===== config.mk =====
export PLATFORM = sky130hd
export DESIGN_NAME = simd_issue_packer
export DESIGN_NICKNAME = d
export VERILOG_FILES = /design/src/rtl/simd_issue_packer.sv
export SDC_FILE = /design/constraint.sdc
export NUM_CORES = 1
export LEC_CHECK = 0
export BUFFER_PORTS_ARGS = -buffer_cell sky130_fd_sc_hd__buf_4
export CORE_MARGIN = 2
export CORE_UTILIZATION = 30
export CTS_CLUSTER_SIZE = 20
export DETAILED_ROUTE_END_ITERATION = 8
export GPL_TIMING_DRIVEN = 0
export PLACE_DENSITY_LB_ADDON = 0.08
export SYNTH_ARGS = -nofsm -noshare
export SYNTH_HDL_FRONTEND = slang
export SYNTH_SLANG_ARGS = --single-unit

===== constraint.sdc =====
create_clock -name clk -period 54.3 [get_ports clk]
set_input_delay 2.715 -clock clk [delete_from_list [all_inputs] [get_ports clk]]
set_output_delay 2.715 -clock clk [all_outputs]
set_load 0.005 [all_outputs]

===== src/rtl/simd_issue_packer.sv =====
module simd_issue_packer #(
  parameter int N_ALU = 4,
  parameter int VL_W  = 7,
  parameter int ALU_W = 64,
  localparam int MAXL  = ALU_W / 8,
  localparam int CNT_W = $clog2(MAXL + 1)
) (
  input  logic                   clk,
  input  logic                   rst_n,
  input  logic                   in_valid,
  input  logic [VL_W-1:0]        in_vl,
  input  logic [1:0]             in_ew,
  output logic                   in_ready,
  input  logic [N_ALU-1:0]       alu_free,
  output logic [N_ALU-1:0]       iss_valid,
  output logic [N_ALU*VL_W-1:0]  iss_start,
  output logic [N_ALU*CNT_W-1:0] iss_lanes,
  output logic [N_ALU*MAXL-1:0]  iss_mask
);
  localparam int SW = VL_W + $clog2(N_ALU * MAXL + 1) + 1;

  logic            busy;
  logic [VL_W-1:0] vl_q, next_q;
  logic [1:0]      ew_q;
  logic [SW-1:0]   lanes, taken, pos, left, cnt;
  logic            fin;

  assign in_ready = !busy;
  assign lanes    = SW'(MAXL) >> ew_q;

  always_comb begin
    taken     = '0;
    pos       = '0;
    left      = '0;
    cnt       = '0;
    iss_valid = '0;
    iss_start = '0;
    iss_lanes = '0;
    iss_mask  = '0;
    for (int i = 0; i < N_ALU; i++) begin
      pos = SW'(next_q) + taken;
      if (busy && alu_free[i] && pos < SW'(vl_q)) begin
        left = SW'(vl_q) - pos;
        cnt  = (left < lanes) ? left : lanes;
        iss_valid[i] = 1'b1;
        iss_start[i*VL_W +: VL_W]   = pos[VL_W-1:0];
        iss_lanes[i*CNT_W +: CNT_W] = cnt[CNT_W-1:0];
        for (int j = 0; j < MAXL; j++)
          iss_mask[i*MAXL + j] = SW'(j) < cnt;
        taken = taken + cnt;
      end
    end
  end

  assign fin = busy && (SW'(next_q) + taken >= SW'(vl_q));

  always_ff @(posedge clk) begin
    if (!rst_n) begin
      busy   <= 1'b0;
      vl_q   <= '0;
      ew_q   <= '0;
      next_q <= '0;
    end else if (in_valid && !busy) begin
      vl_q   <= in_vl;
      ew_q   <= in_ew;
      next_q <= '0;
      busy   <= in_vl != '0;
    end else if (busy) begin
      next_q <= next_q + taken[VL_W-1:0];
      if (fin) busy <= 1'b0;
    end
  end
endmodule


* After elaboration in Yosys (flattened, before gate mapping) *
Cells that the tools add are included.

operators by class
  add/subtract/negate cells = 12
  $mul = 0
  div/mod/pow operators = 0
  order comparisons = 41
  equality and inequality tests = 0
  shift operators = 1
  multiplexer cells = 27
  bitwise operators = 1
  reduce and logical (&&, ||, !) cells = 13

operators with widths
  kind                    count
  $lt A3 B14 Y1 const A   16
  $lt A1 B14 Y1 const A   8
  $lt A2 B14 Y1 const A   8
  $mux W14                8
  $add A7 B14 Y14         4
  $lt A14 B14 Y1          4
  $add A14 B14 Y14        3
  $lt A14 B7 Y1           3
  $sub A7 B14 Y14         3
  $mux W8                 4
  $mux W7                 4
  $mux W4                 4
  $ge A14 B7 Y1           1
  $shr A4 B2 Y14 const A  1
  $logic_and A1 B1 Y1     10
  $sub A7 B7 Y8           1
  $add A7 B7 Y7           1
  $lt A7 B7 Y1            1
  $mux W1                 7
  $reduce_bool A7 Y1      1
  $reduce_or A2 Y1        1
  $logic_not A1 Y1        1
  $not A1 Y1              1

word-level totals
  flip-flop bits (word level) = 17
  latch bits = 0
  bits in writable memories = 0
  ROM bits = 0
  output and inout port bits = 81
  word-level logic and storage cells = 99
  memories kept = 0

* Logic depth before layout (Yosys ltp) *
Gate-level depths: netlist (run 1).

  depth after elaboration = 28
  gate-level depth with buffers = 99
  mapped depth without buffers = 95

* Least setup slack after synthesis (run 1) *
OpenSTA, ideal clock, no wires.

  path type = input to register
  from = input alu_free[0]
  to = register busy
  library setup time = 58 ps
  arrival = 18025 ps
  required time = 54242 ps
  setup slack = 36216 ps
  stages = 80
  cell sequence = nand2_1 > nor3_1 > and3_1 > clkbuf_1 > nand2b_1 > inv_1 > ha_1 > inv_1 > o22ai_1 > o22a_1 > a21oi_1 > xnor2_1 > ha_1 > o21ai_0 > a21oi_1 > nor2_1 > ha_1 > a221oi_2 > [... 44 more ...] > ha_1 > inv_1 > fa_1 > inv_1 > a21oi_1 > o21ai_0 > nor2_1 > o31ai_1 > ha_1 > a21oi_1 > o21ai_0 > xor2_1 > ha_1 > nor2b_1 > o21ai_0 > nand4b_1 > a2111oi_0 > a211o_1

on the way
  longest elaborated chain between the ends = 27
  elaborated cells on any way between the ends = 33
  those cells by class = add/sub (10); order compare (7); mux (10); reduce/logical (6)

RTL lines
  item                                   line  RTL
  start: declaration                     14    input logic [N_ALU-1:0] alu_free,
  $logic_and A1 B1 Y1 (*) (2 in series)  42    if (busy && alu_free[i] && pos < SW'(vl_q)) begin
  $mux W14 (*)                           42
  $add A7 B14 Y14                        41    pos = SW'(next_q) + taken;
  $sub A7 B14 Y14                        43    left = SW'(vl_q) - pos;
  $lt A14 B14 Y1                         44    cnt = (left < lanes) ? left : lanes;
  $mux W14                               44
  $add A14 B14 Y14                       50    taken = taken + cnt;
  $mux W14 (*)                           42
  [... 10 more ...]                      --
  $add A14 B14 Y14                       50
  $mux W14 (*)                           42
  $add A7 B14 Y14 (*)                    55    assign fin = busy && (SW'(next_q) + taken >= SW'(vl_q));
  $ge A14 B7 Y1 (*)                      55
  $logic_and A1 B1 Y1 (*)                55
  $mux W1 (*)                            70    if (fin) busy <= 1'b0;
  $mux W1 (*)                            68    end else if (busy) begin
  $mux W1 (*)                            63    end else if (in_valid && !busy) begin
  end signal: assignment                 59    busy <= 1'b0;
  end signal: assignment                 67    busy <= in_vl != '0;
  end signal: assignment                 70
  end: declaration                       22    logic busy;

Every way passes the cells marked *; elsewhere a longest branch is shown, timed or not.
A chain may end at the register's enable or synchronous reset.

* Worst setup path in the final report (run 1) *
  from = register next_q[1]
  to = register busy

on the way
  longest elaborated chain between the ends = 28
  elaborated cells on any way between the ends = 36
  those cells by class = add/sub (11); order compare (9); mux (11); reduce/logical (5)

RTL lines
  item                      line  RTL
  start: declaration        23    logic [VL_W-1:0] vl_q, next_q;
  start signal: assignment  69    next_q <= next_q + taken[VL_W-1:0];
  $sub A7 B7 Y8             43
  $lt A14 B14 Y1            44
  $mux W14                  44
  $mux W14                  42
  $add A7 B14 Y14           41
  $sub A7 B14 Y14           43
  $lt A14 B14 Y1            44
  $mux W14                  44
  [... 12 more ...]         --
  $add A14 B14 Y14          50
  $mux W14                  42
  $add A7 B14 Y14 (*)       55
  $ge A14 B7 Y1 (*)         55
  $logic_and A1 B1 Y1 (*)   55
  $mux W1 (*)               70
  $mux W1 (*)               68
  $mux W1 (*)               63

Marks and branches as above.

==> impl_results.rst, run 1 <==
.. list-table::
   :header-rows: 1

   * - Metric
     - Value
   * - Run status
     - finished clean
   * - Arrival time at the worst endpoint
     - 22,280 ps
   * - Fraction of synthesized cell area in xor and xnor cells
     - 8.56%
   * - DP HPWL
     - 22.9 mm
   * - Grt total ovfl
     - 0
   * - Number of hold violations in the final report
     - 0
   * - Clock root buffer master
     - sky130_fd_sc_hd__clkbuf_16
   * - DRC marker count from the first detailed-route iteration
     - 529
   * - Antenna diode count
     - 0
   * - Area of the multi-input gates
     - 0.00695 mm^2
   * - Simple-gate area share of the yosys netlist
     - 24.9%
   * - Maximum number of pins on one net before global-route repair
     - 11
   * - Slowest CP cell
     - sky130_fd_sc_hd__o32ai_1
   * - Final-report setup violation count
     - 0
   * - Mux contribution to synthesized area
     - 5.17%
   * - Number of antenna violations at the first check in global routing
     - 0
   * - Die H
     - 163 um
   * - Clk_skew
     - 6.38 ps
   * - Setup crit end kind
     - register
   * - Max H-tree Level
     - 1
   * - Clock insertion delay at the later pin of the skew report
     - 250 ps
   * - Setup TNS
     - 0 ps
   * - Die width
     - 163 um
   * - Total global-route track usage
     - 20.4%
   * - Proportion of synthesized chip area in sequential cells
     - 4.47%
   * - Synth-to-layout area growth
     - 17.8%
   * - Worst relative slew slack
     - 46.6%
   * - Worst endpoint required time
     - 54,500 ps
   * - Share of the core filled with cells in the final layout
     - 35.8%
   * - Count of cell types in the netlist
     - 89
   * - Yosys warns
     - 0
   * - Type of the most critical hold path
     - register to register
   * - Setup repair after global routing missed its margin
     - no
   * - Stage delay of the slowest cell on the critical path
     - 680 ps
   * - Global-route wire length before repair
     - 42.8 mm
   * - Antenna Nets Post-Route
     - 0
   * - Core Footprint
     - 0.0250 mm^2
   * - Total clock sinks
     - 17
   * - Boundary Pins
     - 97
   * - Transition time of the tightest slew-check pin
     - 798 ps
   * - Maximum number of buffers from clock root to sink
     - 2
   * - Overall routed net length
     - 27.5 mm
   * - Synthesized area divided by synthesized cell count
     - 7.07 um^2
   * - Final clock period utilization by the worst path
     - 40.7%
   * - Clock tree from TritonCTS
     - yes
   * - CTS hold repair buffers
     - 0
   * - Final Critical Period
     - 22,080 ps
   * - Total power draw
     - 198 uW
   * - Area occupied by registers
     - 340 um^2
   * - Maximum vdd drop
     - 0.0121 mV
   * - Floorplan row count
     - 58
   * - Register bit total from synthesis
     - 17
   * - Clock slew at the register clock pins of the worst setup and hold paths
     - 60 ps
   * - Leakage Power
     - 4.57 nW
   * - Count of buffers added by post-CTS timing repair for setup
     - 0
   * - Combinational family with the most area after synthesis
     - compound AO/OA/AOI/OAI gates
   * - DRC
     - 0
   * - Pins Over Slew Limit
     - 0
   * - Max Clock Freq
     - 0.0453 GHz
   * - Post-Syn Instances
     - 1,077
   * - Adder and majority cell fraction of the synthesized area
     - 21.6%
   * - TritonCTS buffer count
     - 3
   * - Quantity of I/O buffers inserted on ports
     - 96
   * - Filler instances
     - 2,799
   * - Max-cap check violation count
     - 0
   * - Final RePlAce weighted congestion
     - 0.881
   * - Total iterations of the first detailed-routing run
     - 5
   * - Number of gates resized after cts
     - 0
   * - Count of flip-flops with a built-in enable after synthesis
     - 0
   * - Compound-gate portion of the synthesized area
     - 29.1%
   * - Number of vias in the routed layout
     - 8,148
   * - Routed wirelength normalized by instance count
     - 17.8 um
   * - Critical Path Start Type
     - register
   * - Area of the mapped netlist
     - 0.00762 mm^2
   * - Number of global-route vias before repair
     - 7,816
   * - Power density normalized to cell area
     - 22.0 mW/mm^2
   * - Async SR Flop Fraction
     - 0%
   * - Full die area
     - 0.0267 mm^2
   * - Category of the most critical setup path
     - register to register
   * - Top flip-flop cell by instance count after synthesis
     - sky130_fd_sc_hd__dfxtp_1
   * - Critical path fanouts, max
     - 10
   * - Final layout net count
     - 1,358
   * - Share of layout cells above drive strength 1
     - 11.5%
   * - Effective utilization at floorplan
     - 30.4%
   * - Via-per-instance ratio
     - 5.27
[cells in the mapped netlist (9+ instances only)]
library cell               instances  area (um^2)
sky130_fd_sc_hd__a21oi_1          91          455
sky130_fd_sc_hd__nor3_1           21          105
sky130_fd_sc_hd__nand4_1          13         81.3
sky130_fd_sc_hd__mux2i_1          26          260
sky130_fd_sc_hd__xnor2_1          39          342
sky130_fd_sc_hd__nand2_1          98          368
sky130_fd_sc_hd__xor2_1           31          272
sky130_fd_sc_hd__fa_1              9          180
sky130_fd_sc_hd__nand2b_1         20          125
sky130_fd_sc_hd__buf_2             9         45.0
sky130_fd_sc_hd__or3_1            10         62.6
sky130_fd_sc_hd__inv_1            81          304
sky130_fd_sc_hd__a21boi_0         12         90.1
sky130_fd_sc_hd__clkbuf_1         21         78.8
sky130_fd_sc_hd__ha_1            117         1460
sky130_fd_sc_hd__o211ai_1          9         67.6
sky130_fd_sc_hd__o21ai_0          59          295
sky130_fd_sc_hd__and3_1           13         81.3
sky130_fd_sc_hd__dfxtp_1          17          340
sky130_fd_sc_hd__nor2b_1          18          113
sky130_fd_sc_hd__o21bai_1         12         90.1
sky130_fd_sc_hd__and2_1           17          106
sky130_fd_sc_hd__a21o_1           48          360
sky130_fd_sc_hd__nor2_1           94          353
sky130_fd_sc_hd__nand3_1          35          175
[path summary, 6_finish.rpt]
path                   from  cells after the start  slack, ps      end
setup / recovery  next_q[1]                     88      32220     busy
hold / removal      vl_q[0]                      2        500  vl_q[0]
setup reg to reg  next_q[1]                     88      32220     busy
hold reg to reg     vl_q[0]                      2        500  vl_q[0]
[cells in the final DEF, fill, tap and decap left out, types with 13 or more instances in the layout]
cell type                    n
sky130_fd_sc_hd__a21o_1     48
sky130_fd_sc_hd__a21oi_1    91
sky130_fd_sc_hd__and2_1     17
sky130_fd_sc_hd__and3_1     13
sky130_fd_sc_hd__buf_4      97
sky130_fd_sc_hd__clkbuf_1   22
sky130_fd_sc_hd__conb_1     39
sky130_fd_sc_hd__dfxtp_1    17
sky130_fd_sc_hd__ha_1      117
sky130_fd_sc_hd__inv_1      81
sky130_fd_sc_hd__mux2i_1    26
sky130_fd_sc_hd__nand2_1    98
sky130_fd_sc_hd__nand2b_1   20
sky130_fd_sc_hd__nand3_1    35
sky130_fd_sc_hd__nand4_1    13
sky130_fd_sc_hd__nor2_1     94
sky130_fd_sc_hd__nor2b_1    18
sky130_fd_sc_hd__nor3_1     21
sky130_fd_sc_hd__o21ai_0    59
sky130_fd_sc_hd__xnor2_1    39
sky130_fd_sc_hd__xor2_1     31
[critical path: cells and delay by family, from the launching register on]
| family | cells | cell delay (ps) |
|---|---|---|
| compound gates | 38 | 9510 |
| xor+xnor | 5 | 1110 |
| fa+ha+maj | 15 | 4930 |
| buf+inv | 10 | 1810 |
| flops | 1 | 460 |
| mux | 3 | 1030 |
| simple gates | 17 | 3110 |
[cell type report]
| class | count | area share (%) |
|---|---|---|
| repair buffers | 96 | 8.03 |
| flip-flops and latches | 17 | 3.79 |
| multi-input cells | 979 | 77.5 |
| clock buffers | 4 | 0.879 |
| inverters | 85 | 3.61 |
| well taps | 330 | 4.60 |
| plain buffers | 34 | 1.59 |
[through the flow]
step / setup slack, ps / hold slack, ps / cell area (um^2) / instances
floorplan: 36220 / 461 / 7760 / 1115
global placement: 32240 / 486 / 8890 / 1541
detailed placement: 32240 / 495 / 8890 / 1541
CTS: 32200 / 508 / 8970 / 1545
global route: 30450 / 535 / 8970 / 1545
finish: 32220 / 501 / 8970 / 1545
[sequential cells by signal (all words and copies together) (netlist names)]
register	flops
busy	1
ew_q	2
next_q	7
vl_q	7
[cells by family after synthesis]
logic type / after synthesis
simple gates: 376
compound gates: 330
fa+ha+maj: 126
buf+inv: 119
xor+xnor: 72
mux: 36
flops: 17
other cells: 1
[report_power, final]
part | internal, mW | switching [mW]
sequential | 0.0137 | 0.00451
combinational | 0.0687 | 0.0956
clock | 0.00998 | 0.00520
[layer usage]
layer / part of all wire, % / up-vias / wire length, um / track usage, %
met2: 45 / 176 / 12400 / 34.1
met4: 2.2 / 0 / 604 / 3.82
met3: 3.7 / 29 / 1020 / 1.14
met5: 0 / - / 0 / 0
met1: 49 / 3777 / 13500 / 29.1
li1: - / 4166 / - / -
Note: power is estimated with default switching activity, not from simulation.
==> run 2: changes to the inputs <==
Clock period 54.3 ns to 21.9 ns, I/O delays scaled along.
==> impl_results.rst, run 2 (synthesis results as in run 1) <==
.. list-table::
   :header-rows: 1

   * - Metric
     - Value
   * - Total iterations of the first detailed-routing run
     - 5
   * - Power density normalized to cell area
     - 55.2 mW/mm^2
   * - Final layout net count
     - 1,368
   * - Antenna diode count
     - 0
   * - DRC
     - 0
   * - Worst endpoint required time
     - 22,100 ps
   * - Launch point of the worst reg-to-reg path
     - next_q[1]
   * - Arrival time at the worst endpoint
     - 20,620 ps
   * - DRC marker count from the first detailed-route iteration
     - 512
   * - Final instance count without filler cells
     - 1,555
   * - Critical path buffer and inverter count
     - 12
   * - Clk_skew
     - 6.15 ps
   * - Quantity of I/O buffers inserted on ports
     - 96
   * - Number of antenna violations at the first check in global routing
     - 0
   * - Maximum vdd drop
     - 0.0300 mV
   * - Die H
     - 163 um
   * - Crit. Startpoint
     - next_q[1]
   * - Max H-tree Level
     - 1
   * - Registers with the most flip-flops
     - next_q x7, vl_q x7, ew_q x2
   * - Slowest CP cell
     - sky130_fd_sc_hd__or4_1
   * - Worst min-delay path startpoint
     - vl_q[0]
   * - TritonCTS buffer count
     - 3
   * - Commonest non-fill, non-tap cell in the layout
     - sky130_fd_sc_hd__ha_1
   * - Share of the core filled with cells in the final layout
     - 36.6%
   * - Stage delay of the slowest cell on the critical path
     - 560 ps
   * - Final Critical Period
     - 20,430 ps
   * - Type of the most critical hold path
     - register to register
   * - Clock insertion delay at the later pin of the skew report
     - 250 ps
   * - Full die area
     - 0.0267 mm^2
   * - Overall routed net length
     - 27.6 mm
   * - # placed instances
     - 1,541
   * - Floorplan row count
     - 58
   * - Maximum number of pins on one net before global-route repair
     - 11
   * - Synth-to-layout area growth
     - 20.3%
   * - Final clock period utilization by the worst path
     - 93.3%
   * - Setup TNS
     - 0 ps
   * - Number of global-route vias before repair
     - 7,815
   * - Setup crit end kind
     - register
   * - Routed wirelength normalized by instance count
     - 17.8 um
   * - Effective utilization at floorplan
     - 30.4%
   * - Category of the most critical setup path
     - register to register
   * - Critical Path Start Type
     - register
   * - Via-per-instance ratio
     - 5.31
   * - Crit path top cell by count
     - sky130_fd_sc_hd__ha_1
   * - Total global-route track usage
     - 20.4%
   * - Core Footprint
     - 0.0250 mm^2
   * - Clock slew at the register clock pins of the worst setup and hold paths
     - 60 ps
   * - Critical path fanouts, max
     - 10
   * - Max Clock Freq
     - 0.0490 GHz
   * - Die width
     - 163 um
   * - DP HPWL
     - 22.9 mm
   * - Number of hold violations in the final report
     - 0
   * - Boundary Pins
     - 97
   * - Number of vias in the routed layout
     - 8,258
   * - Total clock sinks
     - 17
   * - Most used cells in the layout excluding fill and tap cells
     - 116 x sky130_fd_sc_hd__ha_1, 107 x sky130_fd_sc_hd__buf_4, 98 x sky130_fd_sc_hd__nand2_1, 94 x sky130_fd_sc_hd__nor2_1, 85 x sky130_fd_sc_hd__a21oi_1
   * - Grt total ovfl
     - 0
   * - Crit path max-delay family
     - compound AO/OA/AOI/OAI gates
   * - Share of layout cells above drive strength 1
     - 13.9%
   * - Worst relative slew slack
     - 53.1%
   * - Run status
     - finished clean
   * - CTS hold repair buffers
     - 0
   * - Global-route wire length before repair
     - 42.9 mm
   * - Maximum number of buffers from clock root to sink
     - 2
   * - Final RePlAce weighted congestion
     - 0.881
   * - Leakage Power
     - 4.61 nW
   * - Pins Over Slew Limit
     - 0
   * - Total power draw
     - 505 uW
   * - Clock tree from TritonCTS
     - yes
   * - Final-report setup violation count
     - 0
   * - Antenna Nets Post-Route
     - 0
   * - Clock root buffer master
     - sky130_fd_sc_hd__clkbuf_16
   * - Max-cap check violation count
     - 0
   * - Transition time of the tightest slew-check pin
     - 697 ps
-- run 2: changes by cell type in the layout (fill, tap and decap cells not counted), moves of 3 or more --
| cell | change |
|---|---|
| sky130_fd_sc_hd__buf_4 | +10 |
| sky130_fd_sc_hd__a21oi_1 | -6 |
| sky130_fd_sc_hd__mux2i_1 | -4 |
| sky130_fd_sc_hd__mux2i_2 | +3 |
| sky130_fd_sc_hd__a21oi_2 | +4 |
-- run 2: cell type report --
class | count | area, um^2
fillers | 2784 | 15900
multi-input cells | 979 | 7060
repair buffers | 106 | 796
well taps | 330 | 413
flip-flops and latches | 17 | 340
inverters | 85 | 328
plain buffers | 34 | 144
clock buffers | 4 | 78.8
-- run 2: path summary, 6_finish.rpt --
path	end	slack (ps)	cells past startpoint
min reg2reg	vl_q[0]	500	2
max reg2reg	busy	1470	89
min	vl_q[0]	500	2
max	busy	1470	89
-- run 2: timing repair --
action / 4_1_cts / 5_1_grt
endpoints found under the setup margin: 1 / 4
resized for setup: 2 / 26
setup buffers: 0 / 10
pin swaps: 0 / 5
-- run 2: per-layer routing --
| metal | part of all wire (%) | vias up | track usage, % |
|---|---|---|---|
| met1 | 49 | 3845 | 29.1 |
| met2 | 45 | 206 | 34.0 |
| met3 | 4.0 | 26 | 1.14 |
| li1 | - | 4181 | - |
| met4 | 2.1 | 0 | 3.86 |
| met5 | 0 | - | 0 |
-- run 2: where the power goes --
part	switching (mW)	internal, mW	leakage (nW)	total, mW
combinational	0.244	0.179	4.44	0.423
clock	0.0125	0.0247	0.0382	0.0372
sequential	0.0111	0.0340	0.139	0.0452
total	0.267	0.238	4.61	0.505
-- run 2: stage by stage --
| step | cell area (um^2) | setup slack (ps) | hold WS [ps] |
|---|---|---|---|
| after CTS | 8980 | 68.8 | 508 |
| after detailed placement | 8890 | -164 | 495 |
| after floorplan | 7760 | 4030 | 461 |
| after global routing | 9160 | -63.0 | 535 |
| final | 9160 | 1470 | 504 |
| after global placement | 8890 | -162 | 486 |
-- run 2: worst register-to-register path, delay by kind of cell (launching register included) --
family	cells	cell delay, ps
multiplexers	5	1480
AND/OR/NAND/NOR	18	4070
adder cells (fa/ha/maj)	16	5020
AO/OA/AOI/OAI	34	6530
XOR/XNOR	4	880
flip-flops	1	480
buffers and inverters	12	1920
